`src/rtl/uart_rb_pkg.sv`:
```
package uart_rb_pkg;

   typedef enum logic [2:0] {
      RS_CTRL  = 3'd0,
      RS_STAT  = 3'd1,
      RS_DATA  = 3'd2,
      RS_MASK  = 3'd3,
      RS_CAUSE = 3'd4,
      RS_TRIG  = 3'd5,
      RS_CSET  = 3'd6,
      RS_CCLR  = 3'd7
   } rb_sel_e;

   localparam int unsigned NUM_REGS   = 8;
   localparam int unsigned WORD_W     = 32;

   // control field positions
   localparam int unsigned CB_EN      = 0;
   localparam int unsigned CB_DB8     = 1;
   localparam int unsigned CB_STOP2   = 2;
   localparam int unsigned CB_PEN     = 3;
   localparam int unsigned CB_PKIND   = 4;
   localparam int unsigned CB_DMA     = 22;
   localparam int unsigned CB_FLOW    = 23;
   localparam int unsigned CB_LOOP    = 24;
   localparam logic [31:0] CTRL_KEEP  = 32'h01C0_003F;

   // trigger field positions
   localparam int unsigned TB_RX      = 0;
   localparam int unsigned TB_TX      = 8;
   localparam int unsigned TB_AFC     = 16;
   localparam logic [31:0] TRIG_KEEP  = 32'h001F_0F1F;

   // status field positions
   localparam int unsigned SB_RXLVL   = 0;
   localparam int unsigned SB_TXLVL   = 8;
   localparam int unsigned SB_TXBSY   = 14;
   localparam int unsigned SB_RXBSY   = 15;
   localparam int unsigned SB_RXOVF   = 16;
   localparam int unsigned SB_TXOVF   = 17;
   localparam int unsigned SB_PAR     = 18;
   localparam int unsigned SB_FRM     = 19;
   localparam int unsigned SB_CTS     = 25;

   // command bits (the command module receives bits [CMD_LO +: 3])
   localparam int unsigned CMD_LO     = 5;
   localparam int unsigned CMD_RTS    = 5;
   localparam int unsigned CMD_RXRST  = 6;
   localparam int unsigned CMD_TXRST  = 7;

   // raw half of the cause register
   localparam int unsigned CAUSE_RAW  = 16;

endpackage

```
`src/rtl/uart_rb_stat.sv`:
```
module uart_rb_stat #(
   parameter int unsigned RXL_W = 7,
   parameter int unsigned TXL_W = 5
) (
   input  logic [RXL_W-1:0] rx_level,
   input  logic [TXL_W-1:0] tx_room,
   input  logic             tx_busy,
   input  logic             rx_busy,
   input  logic             rx_ovf,
   input  logic             tx_ovf,
   input  logic             rx_par_err,
   input  logic             rx_frm_err,
   input  logic             cts_in,
   output logic [31:0]      stat_word
);
   import uart_rb_pkg::*;

   localparam int unsigned RXL_FIELD = 7;
   localparam int unsigned TXL_FIELD = 5;

   if (RXL_W < 1 || RXL_W > RXL_FIELD) begin : g_bad_rxl
      $error("uart_rb_stat: RXL_W out of range");
   end
   if (TXL_W < 1 || TXL_W > TXL_FIELD) begin : g_bad_txl
      $error("uart_rb_stat: TXL_W out of range");
   end

   always_comb begin
      stat_word = '0;
      stat_word[SB_RXLVL +: RXL_FIELD] = RXL_FIELD'(rx_level);
      stat_word[SB_TXLVL +: TXL_FIELD] = TXL_FIELD'(tx_room);
      stat_word[SB_TXBSY]              = tx_busy;
      stat_word[SB_RXBSY]              = rx_busy;
      stat_word[SB_RXOVF]              = rx_ovf;
      stat_word[SB_TXOVF]              = tx_ovf;
      stat_word[SB_PAR]                = rx_par_err;
      stat_word[SB_FRM]                = rx_frm_err;
      stat_word[SB_CTS]                = cts_in;
   end

endmodule

```
`src/rtl/uart_rb_cmd.sv`:
```
module uart_rb_cmd (
   input  logic       clk,
   input  logic       rst_n,
   input  logic       set_we,
   input  logic       clr_we,
   input  logic [2:0] cmd_bits,
   output logic       rts_q,
   output logic       rxrst_q,
   output logic       txrst_q,
   output logic [31:0] cmd_word
);
   import uart_rb_pkg::*;

   localparam int unsigned I_RTS = CMD_RTS   - CMD_LO;
   localparam int unsigned I_RX  = CMD_RXRST - CMD_LO;
   localparam int unsigned I_TX  = CMD_TXRST - CMD_LO;

   always_ff @(posedge clk or negedge rst_n) begin
      if (!rst_n) begin
         rts_q   <= 1'b0;
         rxrst_q <= 1'b0;
         txrst_q <= 1'b0;
      end else begin
         rxrst_q <= set_we & cmd_bits[I_RX];
         txrst_q <= set_we & cmd_bits[I_TX];
         if (set_we && cmd_bits[I_RTS]) begin
            rts_q <= 1'b1;
         end else if (clr_we && cmd_bits[I_RTS]) begin
            rts_q <= 1'b0;
         end
      end
   end

   always_comb begin
      cmd_word            = '0;
      cmd_word[CMD_RTS]   = rts_q;
      cmd_word[CMD_RXRST] = rxrst_q;
      cmd_word[CMD_TXRST] = txrst_q;
   end

   // a set write of the rts bit is visible on the next cycle
   a_r10_rts_set: assert property (@(posedge clk) disable iff (!rst_n)
      (set_we && cmd_bits[I_RTS]) |=> rts_q);

   // a clear write without a set write drops rts on the next cycle
   a_r10_rts_clear: assert property (@(posedge clk) disable iff (!rst_n)
      (clr_we && !set_we && cmd_bits[I_RTS]) |=> !rts_q);

   // a flush pulse only follows a set write with its bit
   a_r11_rx_pulse_src: assert property (@(posedge clk) disable iff (!rst_n)
      rxrst_q |-> $past(set_we && cmd_bits[I_RX]));

   a_r11_tx_pulse_src: assert property (@(posedge clk) disable iff (!rst_n)
      txrst_q |-> $past(set_we && cmd_bits[I_TX]));

endmodule

```
`src/rtl/uart_rb_irq.sv`:
```
module uart_rb_irq #(
   parameter int unsigned N_SRC = 10
) (
   input  logic             clk,
   input  logic             rst_n,
   input  logic [N_SRC-1:0] evt,
   input  logic [N_SRC-1:0] clr,
   input  logic [N_SRC-1:0] mask,
   output logic [N_SRC-1:0] latched,
   output logic [N_SRC-1:0] masked,
   output logic             irq
);

   if (N_SRC < 1 || N_SRC > 16) begin : g_bad_nsrc
      $error("uart_rb_irq: N_SRC must be 1..16");
   end

   for (genvar i = 0; i < N_SRC; i++) begin : g_src
      logic prev_q;
      logic lat_q;
      logic rise;

      assign rise = evt[i] & ~prev_q;

      always_ff @(posedge clk or negedge rst_n) begin
         if (!rst_n) begin
            prev_q <= 1'b0;
            lat_q  <= 1'b0;
         end else begin
            prev_q <= evt[i];
            lat_q  <= rise | (lat_q & ~clr[i]);
         end
      end

      assign latched[i] = lat_q;

      // a rising edge of the event always leaves the cause set
      a_r6_edge_sets: assert property (@(posedge clk) disable iff (!rst_n)
         (evt[i] && !prev_q) |=> lat_q);

      // no cause appears without a preceding edge
      a_r6_no_spurious: assert property (@(posedge clk) disable iff (!rst_n)
         (!lat_q && !(evt[i] && !prev_q)) |=> !lat_q);

      // a clear with no coincident edge empties the cause
      a_r8_clear_wins: assert property (@(posedge clk) disable iff (!rst_n)
         (clr[i] && !(evt[i] && !prev_q)) |=> !lat_q);
   end

   assign masked = latched & mask;
   assign irq    = |masked;

endmodule

```
`src/rtl/uart_regbank.sv`:
```
module uart_regbank
   import uart_rb_pkg::*;
#(
   parameter int unsigned ADDR_W = 5,
   parameter int unsigned N_SRC  = 10,
   parameter int unsigned RXL_W  = 7,
   parameter int unsigned TXL_W  = 5,
   parameter int unsigned CHAR_W = 8
) (
   input  logic              clk,
   input  logic              rst_n,
   input  logic              bus_sel,
   input  logic              bus_wr,
   input  logic [ADDR_W-1:0] bus_addr,
   input  logic [31:0]       bus_wdata,
   output logic [31:0]       bus_rdata,
   output logic              rx_pop,
   input  logic [CHAR_W-1:0] rx_char,
   output logic              tx_push,
   output logic [CHAR_W-1:0] tx_char,
   input  logic [RXL_W-1:0]  rx_level,
   input  logic [TXL_W-1:0]  tx_room,
   input  logic              tx_busy,
   input  logic              rx_busy,
   input  logic              rx_ovf,
   input  logic              tx_ovf,
   input  logic              rx_par_err,
   input  logic              rx_frm_err,
   input  logic              cts_in,
   input  logic [N_SRC-1:0]  irq_evt,
   output logic              ctl_enable,
   output logic              ctl_eight_bits,
   output logic              ctl_two_stop,
   output logic              ctl_par_en,
   output logic [1:0]        ctl_par_kind,
   output logic              ctl_dma_en,
   output logic              ctl_flow_en,
   output logic              ctl_loop,
   output logic [4:0]        trig_rx,
   output logic [3:0]        trig_tx,
   output logic [4:0]        trig_afc,
   output logic              rts,
   output logic              rx_fifo_clr,
   output logic              tx_fifo_clr,
   output logic              irq
);

   localparam int unsigned IDX_LO   = 2;
   localparam int unsigned IDX_W    = $clog2(NUM_REGS);
   localparam int unsigned DEC_TOP  = IDX_LO + IDX_W;

   if (ADDR_W < DEC_TOP) begin : g_bad_addr
      $error("uart_regbank: ADDR_W too small for the register map");
   end
   if (CHAR_W < 1 || CHAR_W > WORD_W) begin : g_bad_char
      $error("uart_regbank: CHAR_W out of range");
   end

   // ---------------- address decode ----------------
   logic                hit;
   logic [IDX_W-1:0]    idx;
   logic [NUM_REGS-1:0] sel_oh;
   logic [NUM_REGS-1:0] we_oh;

   assign hit = bus_sel && (bus_addr[IDX_LO-1:0] == '0) && ((bus_addr >> DEC_TOP) == '0);
   assign idx = bus_addr[IDX_LO +: IDX_W];

   for (genvar r = 0; r < NUM_REGS; r++) begin : g_dec
      assign sel_oh[r] = hit && (idx == IDX_W'(r));
      assign we_oh[r]  = sel_oh[r] && bus_wr;
   end

   // ---------------- stored registers ----------------
   logic [31:0]      ctrl_q;
   logic [31:0]      trig_q;
   logic [N_SRC-1:0] mask_q;

   always_ff @(posedge clk or negedge rst_n) begin
      if (!rst_n) begin
         ctrl_q <= '0;
         trig_q <= '0;
         mask_q <= '0;
      end else begin
         if (we_oh[RS_CTRL]) ctrl_q <= bus_wdata & CTRL_KEEP;
         if (we_oh[RS_TRIG]) trig_q <= bus_wdata & TRIG_KEEP;
         if (we_oh[RS_MASK]) mask_q <= bus_wdata[N_SRC-1:0];
      end
   end

   assign ctl_enable     = ctrl_q[CB_EN];
   assign ctl_eight_bits = ctrl_q[CB_DB8];
   assign ctl_two_stop   = ctrl_q[CB_STOP2];
   assign ctl_par_en     = ctrl_q[CB_PEN];
   assign ctl_par_kind   = ctrl_q[CB_PKIND +: 2];
   assign ctl_dma_en     = ctrl_q[CB_DMA];
   assign ctl_flow_en    = ctrl_q[CB_FLOW];
   assign ctl_loop       = ctrl_q[CB_LOOP];

   assign trig_rx  = trig_q[TB_RX  +: 5];
   assign trig_tx  = trig_q[TB_TX  +: 4];
   assign trig_afc = trig_q[TB_AFC +: 5];

   // ---------------- FIFO data port ----------------
   assign rx_pop  = sel_oh[RS_DATA] & ~bus_wr;
   assign tx_push = we_oh[RS_DATA];
   assign tx_char = bus_wdata[CHAR_W-1:0];

   // ---------------- status ----------------
   logic [31:0] stat_word;

   uart_rb_stat #(
      .RXL_W (RXL_W),
      .TXL_W (TXL_W)
   ) u_stat (
      .rx_level   (rx_level),
      .tx_room    (tx_room),
      .tx_busy    (tx_busy),
      .rx_busy    (rx_busy),
      .rx_ovf     (rx_ovf),
      .tx_ovf     (tx_ovf),
      .rx_par_err (rx_par_err),
      .rx_frm_err (rx_frm_err),
      .cts_in     (cts_in),
      .stat_word  (stat_word)
   );

   // ---------------- commands ----------------
   logic [31:0] cmd_word;

   uart_rb_cmd u_cmd (
      .clk      (clk),
      .rst_n    (rst_n),
      .set_we   (we_oh[RS_CSET]),
      .clr_we   (we_oh[RS_CCLR]),
      .cmd_bits (bus_wdata[CMD_LO +: 3]),
      .rts_q    (rts),
      .rxrst_q  (rx_fifo_clr),
      .txrst_q  (tx_fifo_clr),
      .cmd_word (cmd_word)
   );

   // ---------------- interrupt causes ----------------
   logic [N_SRC-1:0] cause_clr;
   logic [N_SRC-1:0] cause_lat;
   logic [N_SRC-1:0] cause_msk;
   logic [31:0]      cause_word;

   assign cause_clr = we_oh[RS_CAUSE] ?
                      (bus_wdata[N_SRC-1:0] | bus_wdata[CAUSE_RAW +: N_SRC]) : '0;

   uart_rb_irq #(
      .N_SRC (N_SRC)
   ) u_irq (
      .clk     (clk),
      .rst_n   (rst_n),
      .evt     (irq_evt),
      .clr     (cause_clr),
      .mask    (mask_q),
      .latched (cause_lat),
      .masked  (cause_msk),
      .irq     (irq)
   );

   assign cause_word = 32'(cause_msk) | (32'(cause_lat) << CAUSE_RAW);

   // ---------------- read mux ----------------
   always_comb begin
      bus_rdata = '0;
      if (hit && !bus_wr) begin
         unique case (rb_sel_e'(idx))
            RS_CTRL:  bus_rdata = ctrl_q;
            RS_STAT:  bus_rdata = stat_word;
            RS_DATA:  bus_rdata = 32'(rx_char);
            RS_MASK:  bus_rdata = 32'(mask_q);
            RS_CAUSE: bus_rdata = cause_word;
            RS_TRIG:  bus_rdata = trig_q;
            RS_CSET,
            RS_CCLR:  bus_rdata = cmd_word;
            default:  bus_rdata = '0;
         endcase
      end
   end

   // ---------------- assertions ----------------
   // with every source disabled the interrupt line stays low
   a_r9_quiet_when_masked: assert property (@(posedge clk) disable iff (!rst_n)
      (mask_q == '0) |-> !irq);

   // pop and push never fire together
   a_r4_one_strobe: assert property (@(posedge clk) disable iff (!rst_n)
      !(rx_pop && tx_push));

   // misaligned accesses leave control untouched
   a_r12_misaligned_ignored: assert property (@(posedge clk) disable iff (!rst_n)
      (bus_sel && bus_addr[1:0] != 2'b00) |=> $stable(ctrl_q));

   // reserved control bits never become set
   a_r2_reserved_zero: assert property (@(posedge clk) disable iff (!rst_n)
      (ctrl_q & ~CTRL_KEEP) == '0);

endmodule

```
`config.mk`:
```
export PLATFORM = sky130hd
export DESIGN_NAME = uart_regbank
export DESIGN_NICKNAME = d
export VERILOG_FILES = /design/src/rtl/uart_rb_pkg.sv /design/src/rtl/uart_rb_stat.sv /design/src/rtl/uart_rb_cmd.sv /design/src/rtl/uart_rb_irq.sv /design/src/rtl/uart_regbank.sv
export SDC_FILE = /design/constraint.sdc
export NUM_CORES = 1
export LEC_CHECK = 0
export BUFFER_PORTS_ARGS = -buffer_cell sky130_fd_sc_hd__clkbuf_2
export CAP_MARGIN = 20
export CORE_MARGIN = 1.5
export CORE_UTILIZATION = 50
export CTS_BUF_LIST = sky130_fd_sc_hd__clkbuf_2 sky130_fd_sc_hd__clkbuf_4 sky130_fd_sc_hd__clkbuf_8
export CTS_CLUSTER_DIAMETER = 50
export CTS_CLUSTER_SIZE = 10
export DETAILED_ROUTE_END_ITERATION = 10
export GPL_TIMING_DRIVEN = 0
export PLACE_DENSITY = 0.82
export REMOVE_ABC_BUFFERS = 1
export SLEW_MARGIN = 10
export SYNTH_ARGS = -nofsm -noshare
export SYNTH_HDL_FRONTEND = slang
export SYNTH_HIERARCHICAL = 1
export SYNTH_SLANG_ARGS = --single-unit
```
`constraint.sdc`:
```
create_clock -name clk -period 2.3 [get_ports clk]
set_input_delay 0.345 -clock clk [delete_from_list [all_inputs] [get_ports clk]]
set_output_delay 0.345 -clock clk [all_outputs]
set_load 0.03 [all_outputs]
```
== Word-level counts from Yosys, hierarchy flattened ==
Index checks and enable logic that the tools add are counted.

* Register bits: 56
* Output and inout bits: 69
* Input bits: 78
* Word-level logic and storage cells: 119

* Bitwise operators: 57
* Equal/unequal tests: 7
* Reductions and logical operators: 24
* Multiplexer cells: 5

{| class="wikitable"
|+ Operators by type and width
! kind !! count
|-
| $pmux W32 S7 || 1
|-
| $mux W32 || 1
|-
| $or A10 B26 Y26 || 1
|-
| $and A1 B1 Y1 || 23
|-
| $not A1 Y1 || 21
|-
| $logic_and A1 B1 Y1 || 18
|-
| $eq A3 B3 Y1 const B || 4
|-
| $and A10 B10 Y10 || 1
|-
| $mux W10 || 1
|-
| $or A1 B1 Y1 || 10
|-
| $or A10 B10 Y10 || 1
|-
| $reduce_or A10 Y1 || 1
|-
| $eq A3 B2 Y1 const B || 2
|-
| $eq A3 B1 Y1 const B || 1
|-
| $logic_not A3 Y1 || 1
|-
| $logic_not A2 Y1 || 1
|-
| $mux W1 || 2
|-
| $reduce_bool A2 Y1 || 1
|-
| $reduce_or A2 Y1 || 1
|-
| $logic_not A1 Y1 || 1
|}

== Logic depth before layout (Yosys ltp) ==
* Depth in word-level cells: 8
* Gate-level depth with buffers: 7
* Depth with buffers taken out: 5

== Hierarchy ==
The synthesis kept the hierarchy.

{| class="wikitable"
|+ Modules (own cells, without submodules)
! module !! seq. area each (um^2) !! instances !! cells an instance !! area an instance (um^2)
|-
| uart_regbank || 825.8 || 1 || 282 || 2544.9
|-
| uart_rb_irq || 500.5 || 1 || 75 || 817.0
|-
| uart_rb_cmd || 75.1 || 1 || 40 || 344.1
|-
| uart_rb_stat || 0.0 || 1 || 33 || 244.0
|}

== Least setup slack after synthesis ==
No wires, ideal clock.

* Kind: register to output
* From: register u_irq.g_src[2].lat_q
* To: output irq
* Slack: 0.279 ns
* Path buffers: 0
* Stages on the path, launching flop included: 4
* Required time: 1.955 ns
* Arrival: 1.676 ns
* Cell sequence: dfrtp_1 a22o_1 or4_1 or4_1

* Word-level cells in the longest chain between the ends: 2

{| class="wikitable"
|+ Ends and longest elaborated chain
! item !! RTL line !! text
|-
| from (decl) || uart_rb_irq.sv:20 || <nowiki>logic lat_q;</nowiki>
|-
| from (signal assigned) || uart_rb_irq.sv:31 || <nowiki>lat_q <= rise | (lat_q & ~clr[i]);</nowiki>
|-
| $and A10 B10 Y10 || uart_rb_irq.sv:50 || <nowiki>assign masked = latched & mask;</nowiki>
|-
| $reduce_or A10 Y1 || uart_rb_irq.sv:51 || <nowiki>assign irq = |masked;</nowiki>
|-
| to (decl) || uart_regbank.sv:45 || <nowiki>output logic irq</nowiki>
|}

Every way passes these cells.

== Worst setup path in the final report ==
Same ends and word-level chain as after synthesis.

==> results.py <==
metrics = {
    "status": {
        "run_status": "finished with violations",
        "violations": "setup timing",
    },
    "global_route": {
        "antenna_found_initial": 0,
        "grt_pass1_vias": 3168,
        "grt_pass1_wl_mm": 16.0,
        "grt_use_total_pct": 24.3,
        "overflow": 0,
        "grt_max_degree": 57,
    },
    "timing": {
        "fmax_mhz": 422,
        "slew_headroom_pct": 43.9,
        "hold-worst-slack_ns": 0.127,
        "tightest_slew_ns": 0.839,
        "setup_tns_ns": -0.0677,
        "drv_slew": 0,
        "fin_ws_ns": -0.0677,
        "skew_ns": 0.00123,
        "period_share_pct": 103,
        "setup_violations": 1,
        "grt_setup_unrepaired": "yes",
        "period_needed_ns": 2.37,
        "finalHoldViolCount": 0,
    },
    "yosys": {
        "synth.area.top_cells": "dfrtp_1, buf_4, mux2_2, nor2_1, a22oi_1",
        "syn_avg_cell_area_um2": 9.19,
        "synth_top_family_by_area": "buffers and inverters",
        "synthCells": 430,
        "synth_seq_cells": 56,
        "synth_xor_area_share_pct": 0,
        "synthAdderAreaFrac_pct": 0,
        "synthSimpleGateAreaFrac_pct": 14.0,
        "synth_compound_area_share_pct": 15.6,
        "muxShareOfSynthArea_pct": 14.0,
        "ys_types": 44,
        "synthArstFlopShare_pct": 100,
        "synth.yosys.seq_area_share_pct": 35.5,
        "synth_area_leader_cell": "dfrtp_1",
        "netlist.area_leader.share_pct": 35.5,
        "yosysWarningCount": 6,
        "synthFlopType": "dfrtp_1",
        "synth_edf_count": 0,
        "synth.cell_area_um2": 3950,
    },
    "floorplan": {
        "design.die.area_um2": 8440,
        "die_h_um": 91.9,
        "num_rows": 32,
        "coreArea_um2": 7690,
        "io_pins": 147,
        "die_w_um": 91.9,
        "initial_utilization_pct": 51.4,
    },
    "final_layout": {
        "area_growth_pct": 12.3,
        "n_antenna_cell": 0,
        "nets": 592,
        "most-common-layout-cells": "clkbuf_2, dfrtp_1, nor2_1",
        "layout_commonest_cell": "clkbuf_2",
        "n_fill_cell": 688,
        "drive_gt1_share_pct": 38.6,
        "stdcell_area_um2": 4440,
    },
    "clocking": {
        "cts_hold_repair.buffers": 0,
        "clk_path_buf_depth": 2,
        "cts_buffers": 5,
        "clk_transition_reported_paths_ns": 0.10,
        "htree_levels": 2,
        "cts.sinks": 56,
        "cts_tree": "yes",
        "clock_latency_ns": 0.31,
        "root_buffer": "clkbuf_8",
    },
    "setup_path": {
        "reg2reg_from": "mask_q[2]",
        "cp.arrival_ns": 2.02,
        "start_kind": "flop",
        "path_class": "reg -> out",
        "crit_start": "u_irq/g_src[2].lat_q",
        "worst-path-max-fanout": 2,
        "critPathRequiredTime_ns": 1.96,
        "cp-end-kind": "output pin",
    },
    "power_and_ir_drop": {
        "p_int_mw": 1.70,
        "combPwrFrac_pct": 28.2,
        "p_seq_share_pct": 45.4,
        "ir_worst_vdd_uv": 331,
        "leakagePower_nw": 2.31,
        "clkPwrFrac_pct": 26.4,
        "switchingPower_mw": 0.821,
        "netSwitchingFraction_pct": 32.5,
        "power_density_nw_per_um2": 569,
    },
    "placed_design": {
        "dp_slack_ns": -1.11,
        "placed_area_um2": 4160,
        "routabilityCongestion": 0.783,
        "hpwl_mm": 7.07,
        "port_buffers": 129,
    },
    "routing": {
        "first_pass_iters": 4,
        "drt-initial-drc-count": 198,
        "ant_nets": 0,
        "drc": 0,
        "viasPerCell": 5.29,
        "vias": 3264,
        "wl_per_cell_um": 16.8,
        "wl_mm": 10.3,
    },
    "run": {
        "maxCapViolCount": 0,
    },
    "min_path": {
        "hold_path_class": "in -> async",
    },
}
-- what timing repair did --
action	CTS	global route
pin swaps	2	0
resized for setup	11	7
setup buffers	11	0
setup endpoints to repair	54	5
-- through the flow --
| step | instances | utilization (%) | power [mW] |
|---|---|---|---|
| 2_1_floorplan | 366 | - | 1.54 |
| 4_1_cts | 617 | 57.4 | 2.52 |
| 3_5_place_dp | 598 | 54.1 | 1.82 |
| 3_3_place_gp | 597 | 53.9 | 1.80 |
| 5_1_grt | 617 | 57.7 | 2.65 |
| 6_report | 617 | 57.7 | 2.53 |
-- sequential cells by signal (all words and copies together) (netlist names) --
register and flops:
u_cmd/rts_q 1, u_irq/g_src.prev_q 10, u_irq/g_src.lat_q 10, u_cmd/txrst_q 1
u_cmd/rxrst_q 1, trig_q 14, ctrl_q 9, mask_q 10
-- final cells by class --
type / instances / area (µm²) / area share [%]
inverters: 23 / 86.3 / 1.95
clock inverters: 3 / 47.5 / 1.07
clock buffers: 5 / 68.8 / 1.55
multi-input cells: 287 / 1920 / 43.3
well taps: 102 / 128 / 2.88
flip-flops and latches: 56 / 1400 / 31.6
repair buffers: 141 / 782 / 17.6
-- synth_stat cells, types with 3 or more instances --
cell,number
nand2_1,12
a211oi_1,3
and3_1,3
and2_1,12
buf_2,12
nor2_1,44
inv_1,23
mux2_2,27
a21oi_1,16
mux2i_1,9
a21o_1,3
o22ai_1,10
clkbuf_1,4
nand3_1,10
buf_4,85
mux2_4,9
o21ai_0,11
nor2b_1,7
a22o_1,6
nor4b_1,4
dfrtp_1,56
a221oi_1,7
a22oi_1,21
a31oi_1,6
o21bai_1,3
-- power by group through the flow --
stage,logic [mW],registers [mW],clock network (mW)
6_report,0.712,1.15,0.668
5_1_grt,0.764,1.16,0.728
4_1_cts,0.692,1.14,0.680
3_5_place_dp,0.660,1.17,0
3_3_place_gp,0.643,1.16,0
2_1_floorplan,0.275,1.26,0
-- final timing paths --
kind / endpoint / slack (ns) / cells after the start
max: irq / -0.07 / 4
min: u_irq/g_src[7].prev_q / 0.13 / 1
max reg2reg: mask_q[2] / 1.40 / 2
min reg2reg: u_irq/g_src[0].lat_q / 0.44 / 1
max in group asynchronous: ctrl_q[24] / 1.67 / 1
min in group clk: u_irq/g_src[5].prev_q / 0.15 / 1
-- worst max-delay path, cell delays in order, from the launching register on --
cell and delay, ns:
dfrtp_1 0.40, a22o_1 0.25, or4_4 0.48, or4_4 0.43
buf_8 0.15
-- cell families (layout without fill, tap and decap cells) --
logic type,after synthesis,count (layout)
other cells,2,42
simple gates,108,108
buf+inv,127,172
flops,56,56
compound gates,91,91
mux,46,46
-- per-layer routing --
| metal | track usage, % | share of wire [%] | routed length (µm) | vias to the layer above |
|---|---|---|---|---|
| li1 | - | - | - | 1543 |
| met1 | 31.6 | 43 | 4410 | 1561 |
| met2 | 41.7 | 49 | 5060 | 145 |
| met3 | 3.32 | 6.8 | 705 | 15 |
| met4 | 7.69 | 1.5 | 155 | 0 |
| met5 | 0 | 0 | 0 | - |
No activity file was read; power rests on OpenSTA's default activity.
